`src/rtl/strip_hit_filter.sv`:
```
module strip_hit_filter #(
  parameter int SW = 12,
  parameter int IDW = 10,
  parameter int FRAC = 4,
  parameter int INIT_BASE = 100,
  localparam int NS = 6,
  localparam int CW = SW + 1
) (
  input  logic              clk,
  input  logic              rst_n,
  input  logic [SW-1:0]     cfg_thresh,
  input  logic              in_valid,
  output logic              in_ready,
  input  logic [IDW-1:0]    in_strip,
  input  logic [NS*SW-1:0]  in_samples,
  input  logic              in_last,
  output logic              out_valid,
  input  logic              out_ready,
  output logic [IDW-1:0]    out_strip,
  output logic [NS*CW-1:0]  out_samples,
  output logic              out_last,
  output logic              out_empty
);
  localparam int BW = SW + FRAC;

  logic [BW-1:0] base_q;
  logic [SW-1:0] base_int;
  logic signed [CW-1:0] corr [NS];
  logic [NS*CW-1:0] corr_flat;
  logic signed [CW-1:0] pval;
  logic [2:0] pidx;
  logic below, keep, accept, emit;
  logic [SW+1:0] sum4;
  logic [SW-1:0] mean4;
  logic signed [BW:0] diff, base_sum;

  assign base_int = base_q[BW-1:FRAC];

  for (genvar k = 0; k < NS; k++) begin : g_corr
    assign corr[k] = $signed({1'b0, in_samples[k*SW +: SW]}) - $signed({1'b0, base_int});
    assign corr_flat[k*CW +: CW] = corr[k];
  end

  always_comb begin
    pval = corr[0];
    pidx = '0;
    for (int k = 1; k < NS; k++) begin
      if (corr[k] > pval) begin
        pval = corr[k];
        pidx = 3'(k);
      end
    end
  end

  assign below  = pval < $signed({1'b0, cfg_thresh});
  assign keep   = !below && (pidx != 3'd0) && (pidx != 3'(NS-1));
  assign in_ready = !out_valid || out_ready;
  assign accept = in_valid && in_ready;
  assign emit   = accept && (keep || in_last);

  assign sum4  = (SW+2)'(in_samples[0*SW +: SW]) + (SW+2)'(in_samples[1*SW +: SW])
               + (SW+2)'(in_samples[2*SW +: SW]) + (SW+2)'(in_samples[3*SW +: SW]);
  assign mean4 = sum4[SW+1:2];
  assign diff  = $signed({1'b0, mean4, {FRAC{1'b0}}}) - $signed({1'b0, base_q});
  assign base_sum = $signed({1'b0, base_q}) + (diff >>> FRAC);

  always_ff @(posedge clk) begin
    if (!rst_n) begin
      base_q <= BW'(INIT_BASE) << FRAC;
    end else if (accept && below) begin
      base_q <= base_sum[BW-1:0];
    end
  end

  always_ff @(posedge clk) begin
    if (!rst_n) begin
      out_valid   <= 1'b0;
      out_strip   <= '0;
      out_samples <= '0;
      out_last    <= 1'b0;
      out_empty   <= 1'b0;
    end else if (emit) begin
      out_valid   <= 1'b1;
      out_strip   <= keep ? in_strip : '0;
      out_samples <= keep ? corr_flat : '0;
      out_last    <= in_last;
      out_empty   <= !keep;
    end else if (out_ready) begin
      out_valid   <= 1'b0;
    end
  end
endmodule


```
`config.mk`:
```
export PLATFORM = sky130hd
export DESIGN_NAME = strip_hit_filter
export DESIGN_NICKNAME = d
export VERILOG_FILES = /design/src/rtl/strip_hit_filter.sv
export SDC_FILE = /design/constraint.sdc
export NUM_CORES = 1
export LEC_CHECK = 0
export BUFFER_PORTS_ARGS = -buffer_cell sky130_fd_sc_hd__buf_2
export CAP_MARGIN = 10
export CELL_PAD_IN_SITES_DETAIL_PLACEMENT = 2
export CELL_PAD_IN_SITES_GLOBAL_PLACEMENT = 2
export CORE_ASPECT_RATIO = 0.9
export CORE_MARGIN = 5
export CORE_UTILIZATION = 35
export CTS_CLUSTER_SIZE = 20
export DETAILED_ROUTE_END_ITERATION = 7
export PLACE_DENSITY_LB_ADDON = 0.1
export SLEW_MARGIN = 40
export SYNTH_ARGS = -nofsm -noshare
export SYNTH_HDL_FRONTEND = slang
export SYNTH_SLANG_ARGS = --single-unit
```
`constraint.sdc`:
```
create_clock -name clk -period 19.4 [get_ports clk]
set_input_delay 1.94 -clock clk [delete_from_list [all_inputs] [get_ports clk]]
set_output_delay 1.94 -clock clk [all_outputs]
set_load 0.03 [all_outputs]
```
==> metrics.md, run 1 <==
| Metric | Value |
|---|---|
| CP max stage cell | `or4b_2` |
| Skew-Pair Late Insertion Delay | `0.39 ns` |
| Setup crit end kind | `flip-flop` |
| Pre-CTS setup slack | `-0.115 ns` |
| Largest net degree at the start of global routing | `99` |
| Post-synth top area share | `17.0%` |
| Wirelength per Cell | `23.6 µm` |
| Max cap viols | `0` |
| Kind of critical path | `in -> reg` |
| Cells after DPL | `2194` |
| Yosys top cell by area | `ha_1` |
| Vias in the first global route | `13573` |
| Number of I/O port buffers | `190` |
| Initial antenna violation count | `0` |
| Compound-Gate Fraction of Synth Area | `20.9%` |
| Clock Tree Root | `clkbuf_16` |
| Hold Vio Cnt, Final | `0` |
| Skew final | `0.0144 ns` |
| Period utilization | `94.8%` |
| RR Startpoint | `base_q[5]` |
| Ys Warns | `0` |
| Num rows | `66` |
| Die height | `191 µm` |
| Outcome | `complete, no violations` |
| Worst-path fanout max | `45` |
| Critical Path AT | `18.70 ns` |
| Post-synth ARST share | `0%` |
| CP required | `19.70 ns` |
| Critical Path Source Type | `input port` |
| CTS clock-pin slew for the worst setup and hold paths | `0.07 ns` |
| Global-route wire length before repair | `79.2 mm` |
| Die width | `211 µm` |
| Fin nets | `2041` |
| Area share of fa/ha/maj cells after synthesis | `22.1%` |
| Number of synthesized flops with an enable pin | `0` |
| TritonCTS clock tree | `yes` |
| Hold Crit Class | `reg -> reg` |
| Mapped Nets | `1877` |
| Vias/cell | `5.70` |
| CTS buffer count | `9` |
| TritonRoute pass-1 iters | `5` |
| Share of post-route cells with drive strength above 1 | `15.9%` |
| Max-slew violation count | `0` |
| Placer Congestion | `0.898` |
| Setup violators final | `0` |
| Worst-Margin Slew | `0.804 ns` |
| Area Overhead vs Synth | `14.7%` |
| I/O Pins | `191` |
| Top_reg_cell synth | `dfxtp_1` |
| CTS H-tree depth | `3` |
| Count of clock tree sinks | `107` |
| Final non-filler cell total | `2219` |
| Diode count | `0` |
| Cell mode on critical path | `o21ai_0` |
| Synth Area in Simple Gates | `19.7%` |
| ANT nets after route | `0` |
| Remaining Overflow, GRT | `0` |
| Achievable clock frequency | `54.3 MHz` |
| Syn Area/Cell | `8.05 µm²` |
| Via count | `12658` |
| Syn Inst Count | `1575` |
| Drc violations | `0` |
| Post-DP HPWL | `42.8 mm` |
| Worst relative slew slack | `46.2%` |
| Routed Wire Length | `52.4 mm` |
| Cell Area, Synth | `0.0127 mm²` |
| Hold Crit Start | `out_strip[8]` |
| Initial core utilization | `35.2%` |
| Unique cell type count in the Yosys netlist | `93` |
| Initial DRC count | `590` |
| CTS max path bufs | `2` |
| Setup WS post-layout | `0.999 ns` |
| Area contributors post-synth | `ha_1, dfxtp_1, mux2i_1` |
| Register area share after synthesis | `16.9%` |
| Tmin final | `18.40 ns` |
| Post-Synth XOR/XNOR Area | `5.87%` |
| All-Layer GR Usage | `25.4%` |
| Die Area | `0.0402 mm²` |
| Core ar. | `0.0360 mm²` |
| Hold buffer count at CTS | `0` |
| Largest family of logic cells by synthesized area | `adder cells` |
| Max incr delay on CP | `0.66 ns` |
| Mux share of post-synthesis cell area | `9.20%` |
| Fillers | `4252` |
| Yosys reg bits | `107` |
| Setup crit start | `in_samples[16]` |
==> flip-flops by register name, summed over array words and instances (netlist names) <==
name / flops
out_valid: 1
out_strip: 10
out_empty: 1
out_samples: 78
base_q: 16
out_last: 1
==> kinds of logic (layout without fill, tap and decap cells) <==
group,count (synthesis),count (layout)
buffers and inverters,157,325
adders and majority gates,206,206
and+or+nand+nor,510,510
xor gates and xnor gates,85,85
muxes,114,114
DFF,107,107
AOI/OAI and AO/OA,396,396
==> cell usage after synthesis, drive strengths merged (6+ instances only) <==
cell / count
o21ai: 86
nand2b: 26
nand2: 145
o21a: 26
a21oi: 121
inv: 95
xnor2: 61
and3: 10
nor2: 89
mux2i: 109
a211oi: 11
clkbuf: 39
fa: 31
or2: 6
ha: 172
nor2b: 20
xor2: 24
o211ai: 16
o31ai: 7
o211a: 7
buf: 22
nor3: 28
and2: 10
nor3b: 6
a31oi: 7
nand4: 18
o21bai: 34
nand3: 124
dfxtp: 107
a21o: 32
==> worst paths after layout <==
kind,depth (start not counted),endpoint,slack [ns]
setup / recovery,77,out_samples[11],1.0
hold / removal,2,out_strip[8],0.47
setup reg to reg,77,out_samples[11],1.69
hold reg to reg,2,out_strip[8],0.47
==> metal layers <==
| metal | global-route usage [%] | routed length (µm) |
|---|---|---|
| met1 | 36.5 | 26100 |
| met3 | 2.63 | 1950 |
| met5 | 0 | 0 |
| met4 | 5.24 | 705 |
| met2 | 41.5 | 23600 |
==> critical path, delay by kind of cell <==
kind	cells	cell delay [ns]
mux	4	0.82
compound gates	37	7.18
buf+inv	6	1.44
simple gates	22	4.36
fa+ha+maj	8	2.78
==> cell type report <==
class | instances | area (µm²) | area share [%]
multi-input combinational | 1311 | 9960 | 68.5
sequential | 107 | 2140 | 14.7
timing repair buffer | 214 | 1200 | 8.28
tap | 476 | 596 | 4.09
inverter | 96 | 364 | 2.50
clock buffer | 10 | 229 | 1.57
clock inverter | 5 | 53.8 | 0.370
==> stage by stage <==
| stage | instance area [µm²] | TNS, ns | util [%] | hold WS, ns |
|---|---|---|---|---|
| after floorplan | 12700 | 0 | - | 0.438 |
| after global placement | 14000 | 0 | 39.0 | 0.447 |
| after detailed placement | 14100 | -5.66 | 39.2 | 0.464 |
| after CTS | 14400 | 0 | 39.9 | 0.476 |
| after global routing | 14500 | -0.122 | 40.4 | 0.502 |
| final | 14500 | 0 | 40.4 | 0.471 |
==> layout by cell type (no fill, tap or decap), drive strengths merged, types with 26 or more instances in the layout <==
cell | Yosys | routed
o21a | 26 | 26
mux2i | 109 | 109
xnor2 | 61 | 61
nand3 | 124 | 124
o21ai | 86 | 86
a21oi | 121 | 121
ha | 172 | 172
nand2b | 26 | 26
o21bai | 34 | 34
a21o | 32 | 32
fa | 31 | 31
nor2 | 89 | 89
dfxtp | 107 | 107
inv | 95 | 96
buf | 22 | 213
nor3 | 28 | 28
nand2 | 145 | 145
==> timing repair <==
action / in CTS / in global routing
hold endpoints to repair: 0 / 0
endpoints found under the setup margin: 0 / 107
setup buffers: 0 / 9
gates resized for setup: 0 / 8
Power of run 1 is left out: the tool's default activity adds up to more than one toggle a clock period on the data nets, which glitch-free logic cannot reach.
==> run 2, diff against run 1 <==
--- a/config.mk
+++ b/config.mk
@@ -9,7 +9,7 @@
 export CAP_MARGIN = 10
-export CELL_PAD_IN_SITES_DETAIL_PLACEMENT = 2
-export CELL_PAD_IN_SITES_GLOBAL_PLACEMENT = 2
+export CELL_PAD_IN_SITES_DETAIL_PLACEMENT = 0
+export CELL_PAD_IN_SITES_GLOBAL_PLACEMENT = 1
 export CORE_ASPECT_RATIO = 0.9
 export CORE_MARGIN = 5
-export CORE_UTILIZATION = 35
+export CORE_UTILIZATION = 44
 export CTS_CLUSTER_SIZE = 20
==> constraint.sdc (replaced) <==
create_clock -name clk -period 19.4 [get_ports clk]
set_input_delay 2.91 -clock clk [delete_from_list [all_inputs] [get_ports clk]]
set_output_delay 2.91 -clock clk [all_outputs]
set_load 0.03 [all_outputs]
==> metrics.md, run 2 (synthesized netlist as in run 1, its figures left out) <==
| Metric | Value |
|---|---|
| Area Overhead vs Synth | `13.6% (was 14.7%)` |
| Initial core utilization | `44.3% (was 35.2%)` |
| Count of clock tree sinks | `107 (unchanged)` |
| Drc violations | `0 (unchanged)` |
| Path depth of the worst reg2reg path | `76 (was 77)` |
| Hold Vio Cnt, Final | `0 (unchanged)` |
| TritonCTS clock tree | `yes (unchanged)` |
| All-Layer GR Usage | `25.6% (was 25.4%)` |
| I/O Pins | `191 (unchanged)` |
| Period utilization | `93.9% (was 94.8%)` |
| Vias/cell | `5.78 (was 5.70)` |
| Via count | `12210 (was 12658)` |
| Critical Path Stages | `76 (was 77)` |
| Max reg flops | `78 (unchanged)` |
| Outcome | `complete, no violations (unchanged)` |
| Kind of critical path | `in -> reg (unchanged)` |
| Critical path capture point | `out_samples[63] (was out_samples[11])` |
| Unrepaired setup endpoints after global routing | `no` |
| Placer Congestion | `0.969 (was 0.898)` |
| Remaining Overflow, GRT | `0 (unchanged)` |
| Largest registers | `out_samples: 78 flops, base_q: 16 flops, out_strip: 10 flops (unchanged)` |
| Post-DP HPWL | `34.8 mm (was 42.8 mm)` |
| CTS max path bufs | `2 (unchanged)` |
| ANT nets after route | `0 (unchanged)` |
| RR Startpoint | `base_q[5] (unchanged)` |
| Wirelength per Cell | `20.5 µm (was 23.6 µm)` |
| Skew final | `0.0177 ns (was 0.0144 ns)` |
| Setup crit start | `in_samples[1] (was in_samples[16])` |
| Die height | `171 µm (was 191 µm)` |
| Hold Crit Class | `reg -> reg (unchanged)` |
| Max incr delay on CP | `0.66 ns (about the same)` |
| Setup crit end kind | `flip-flop (unchanged)` |
| Worst R2R End | `out_samples[63] (was out_samples[11])` |
| Critical Path AT | `18.52 ns (was 18.70 ns)` |
| Clock Tree Root | `clkbuf_16 (unchanged)` |
| Worst-Margin Slew | `0.815 ns (was 0.804 ns)` |
| Commonest non-fill, non-tap cell in the layout | `buf_2 (unchanged)` |
| Max cap viols | `0 (unchanged)` |
| Post-Layout Inst Area | `0.0144 mm² (was 0.0145 mm²)` |
| Initial DRC count | `1049 (was 590)` |
| TritonRoute pass-1 iters | `5 (unchanged)` |
| Reg2Reg Setup Slack | `2.89 ns (was 1.69 ns)` |
| Critical Path Source Type | `input port (unchanged)` |
| Routed Wire Length | `43.3 mm (was 52.4 mm)` |
| Worst-path fanout max | `19 (was 45)` |
| Achievable clock frequency | `54.9 MHz (was 54.3 MHz)` |
| Num rows | `59 (was 66)` |
| Share of post-route cells with drive strength above 1 | `15.9% (about the same)` |
| Number of I/O port buffers | `190 (unchanged)` |
| Pre-CTS setup slack | `0.00701 ns (was -0.115 ns)` |
| Cell mode on critical path | `o21ai_0 (unchanged)` |
| WP buf/inv | `6 (unchanged)` |
| Setup tns final | `0 ns (unchanged)` |
| Worst relative slew slack | `45.3% (was 46.2%)` |
| CP required | `19.69 ns (was 19.70 ns)` |
| Tmin final | `18.22 ns (was 18.40 ns)` |
| CTS buffer count | `9 (unchanged)` |
| Skew-Pair Late Insertion Delay | `0.37 ns (was 0.39 ns)` |
| Vias in the first global route | `11314 (was 13573)` |
| Placed Area | `0.0140 mm² (was 0.0141 mm²)` |
| Die Area | `0.0323 mm² (was 0.0402 mm²)` |
| Die width | `189 µm (was 211 µm)` |
| CP max stage cell | `or4b_2 (unchanged)` |
| Core ar. | `0.0286 mm² (was 0.0360 mm²)` |
| Commonest cells after routing, fill and taps aside | `buf_2, ha_1, nand2_1 (unchanged)` |
| Hold Crit Start | `base_q[15] (was out_strip[8])` |
| Setup WS post-layout | `1.18 ns (was 0.999 ns)` |
| Fin nets | `2043 (was 2041)` |
| Crit path max-delay family | `compound AO/OA/AOI/OAI gates (unchanged)` |
| Fin util | `50.3% (was 40.4%)` |
| Setup violators final | `0 (unchanged)` |
| Diode count | `0 (unchanged)` |
| Global-route wire length before repair | `65.0 mm (was 79.2 mm)` |
| Initial antenna violation count | `0 (unchanged)` |
| Max-slew violation count | `0 (unchanged)` |
| Biggest register | `out_samples (unchanged)` |
| CTS H-tree depth | `3 (unchanged)` |
| CTS clock-pin slew for the worst setup and hold paths | `0.09 ns (was 0.07 ns)` |
| Hold buffer count at CTS | `0 (unchanged)` |
| Largest net degree at the start of global routing | `105 (was 99)` |
run 2: changes by cell type in the layout (fill, tap and decap cells not counted), moves of 2 or more:
cell      previous run  this run
clkinv_2             3         0
clkinv_4             0         3
o21ai_1              5         3
o21ai_2              0         2
xor2_1              22        24
xor2_2               2         0
run 2: final cells by class:
cell class | count | area, µm²
sequential | 107 | 2140
inverter | 96 | 360
fill | 2877 | 14200
clock buffer | 10 | 229
clock inverter | 6 | 55.1
tap | 366 | 458
timing repair buffer | 215 | 1210
multi-input combinational | 1312 | 9950
run 2: per-layer routing:
layer  global-route usage (%)  vias up  part of all wire (%)
met3                     4.43       43                   8.1
met4                     5.13        0                   1.5
li1                         -     6036                     -
met1                     39.2     5638                    49
met2                     37.8      493                    41
met5                        0        -                     0
run 2: timing repair:
action / in CTS / in global routing
endpoints found under the setup margin: 0 / 107
setup buffers: 0 / 3
resized for setup: 0 / 8
hold endpoints to repair: 0 / 0
run 2: worst min-delay path by stage:
stage | to | slack, ns | cells past startpoint
2_1_floorplan | base_q[15] | 0.44 | 2
3_5_place_dp | out_samples[6] | 0.46 | 2
6_report | base_q[15] | 0.47 | 2
3_3_place_gp | base_q[15] | 0.45 | 2
4_1_cts | base_q[15] | 0.47 | 2
5_1_grt | out_samples[8] | 0.49 | 2
run 2: worst min-delay path, cell delays in order, from the launching register on:
cell and delay (ns):
dfxtp_1 0.32, nand2_1 0.05, mux2i_1 0.05
run 2: stage by stage:
step / std cells / hold WS (ns)
after detailed placement: 2091 / 0.456
after global placement: 2089 / 0.449
after floorplan: 1575 / 0.438
after global routing: 2112 / 0.486
after CTS: 2107 / 0.470
final: 2112 / 0.467
Power of run 2 is left out for the same reason.
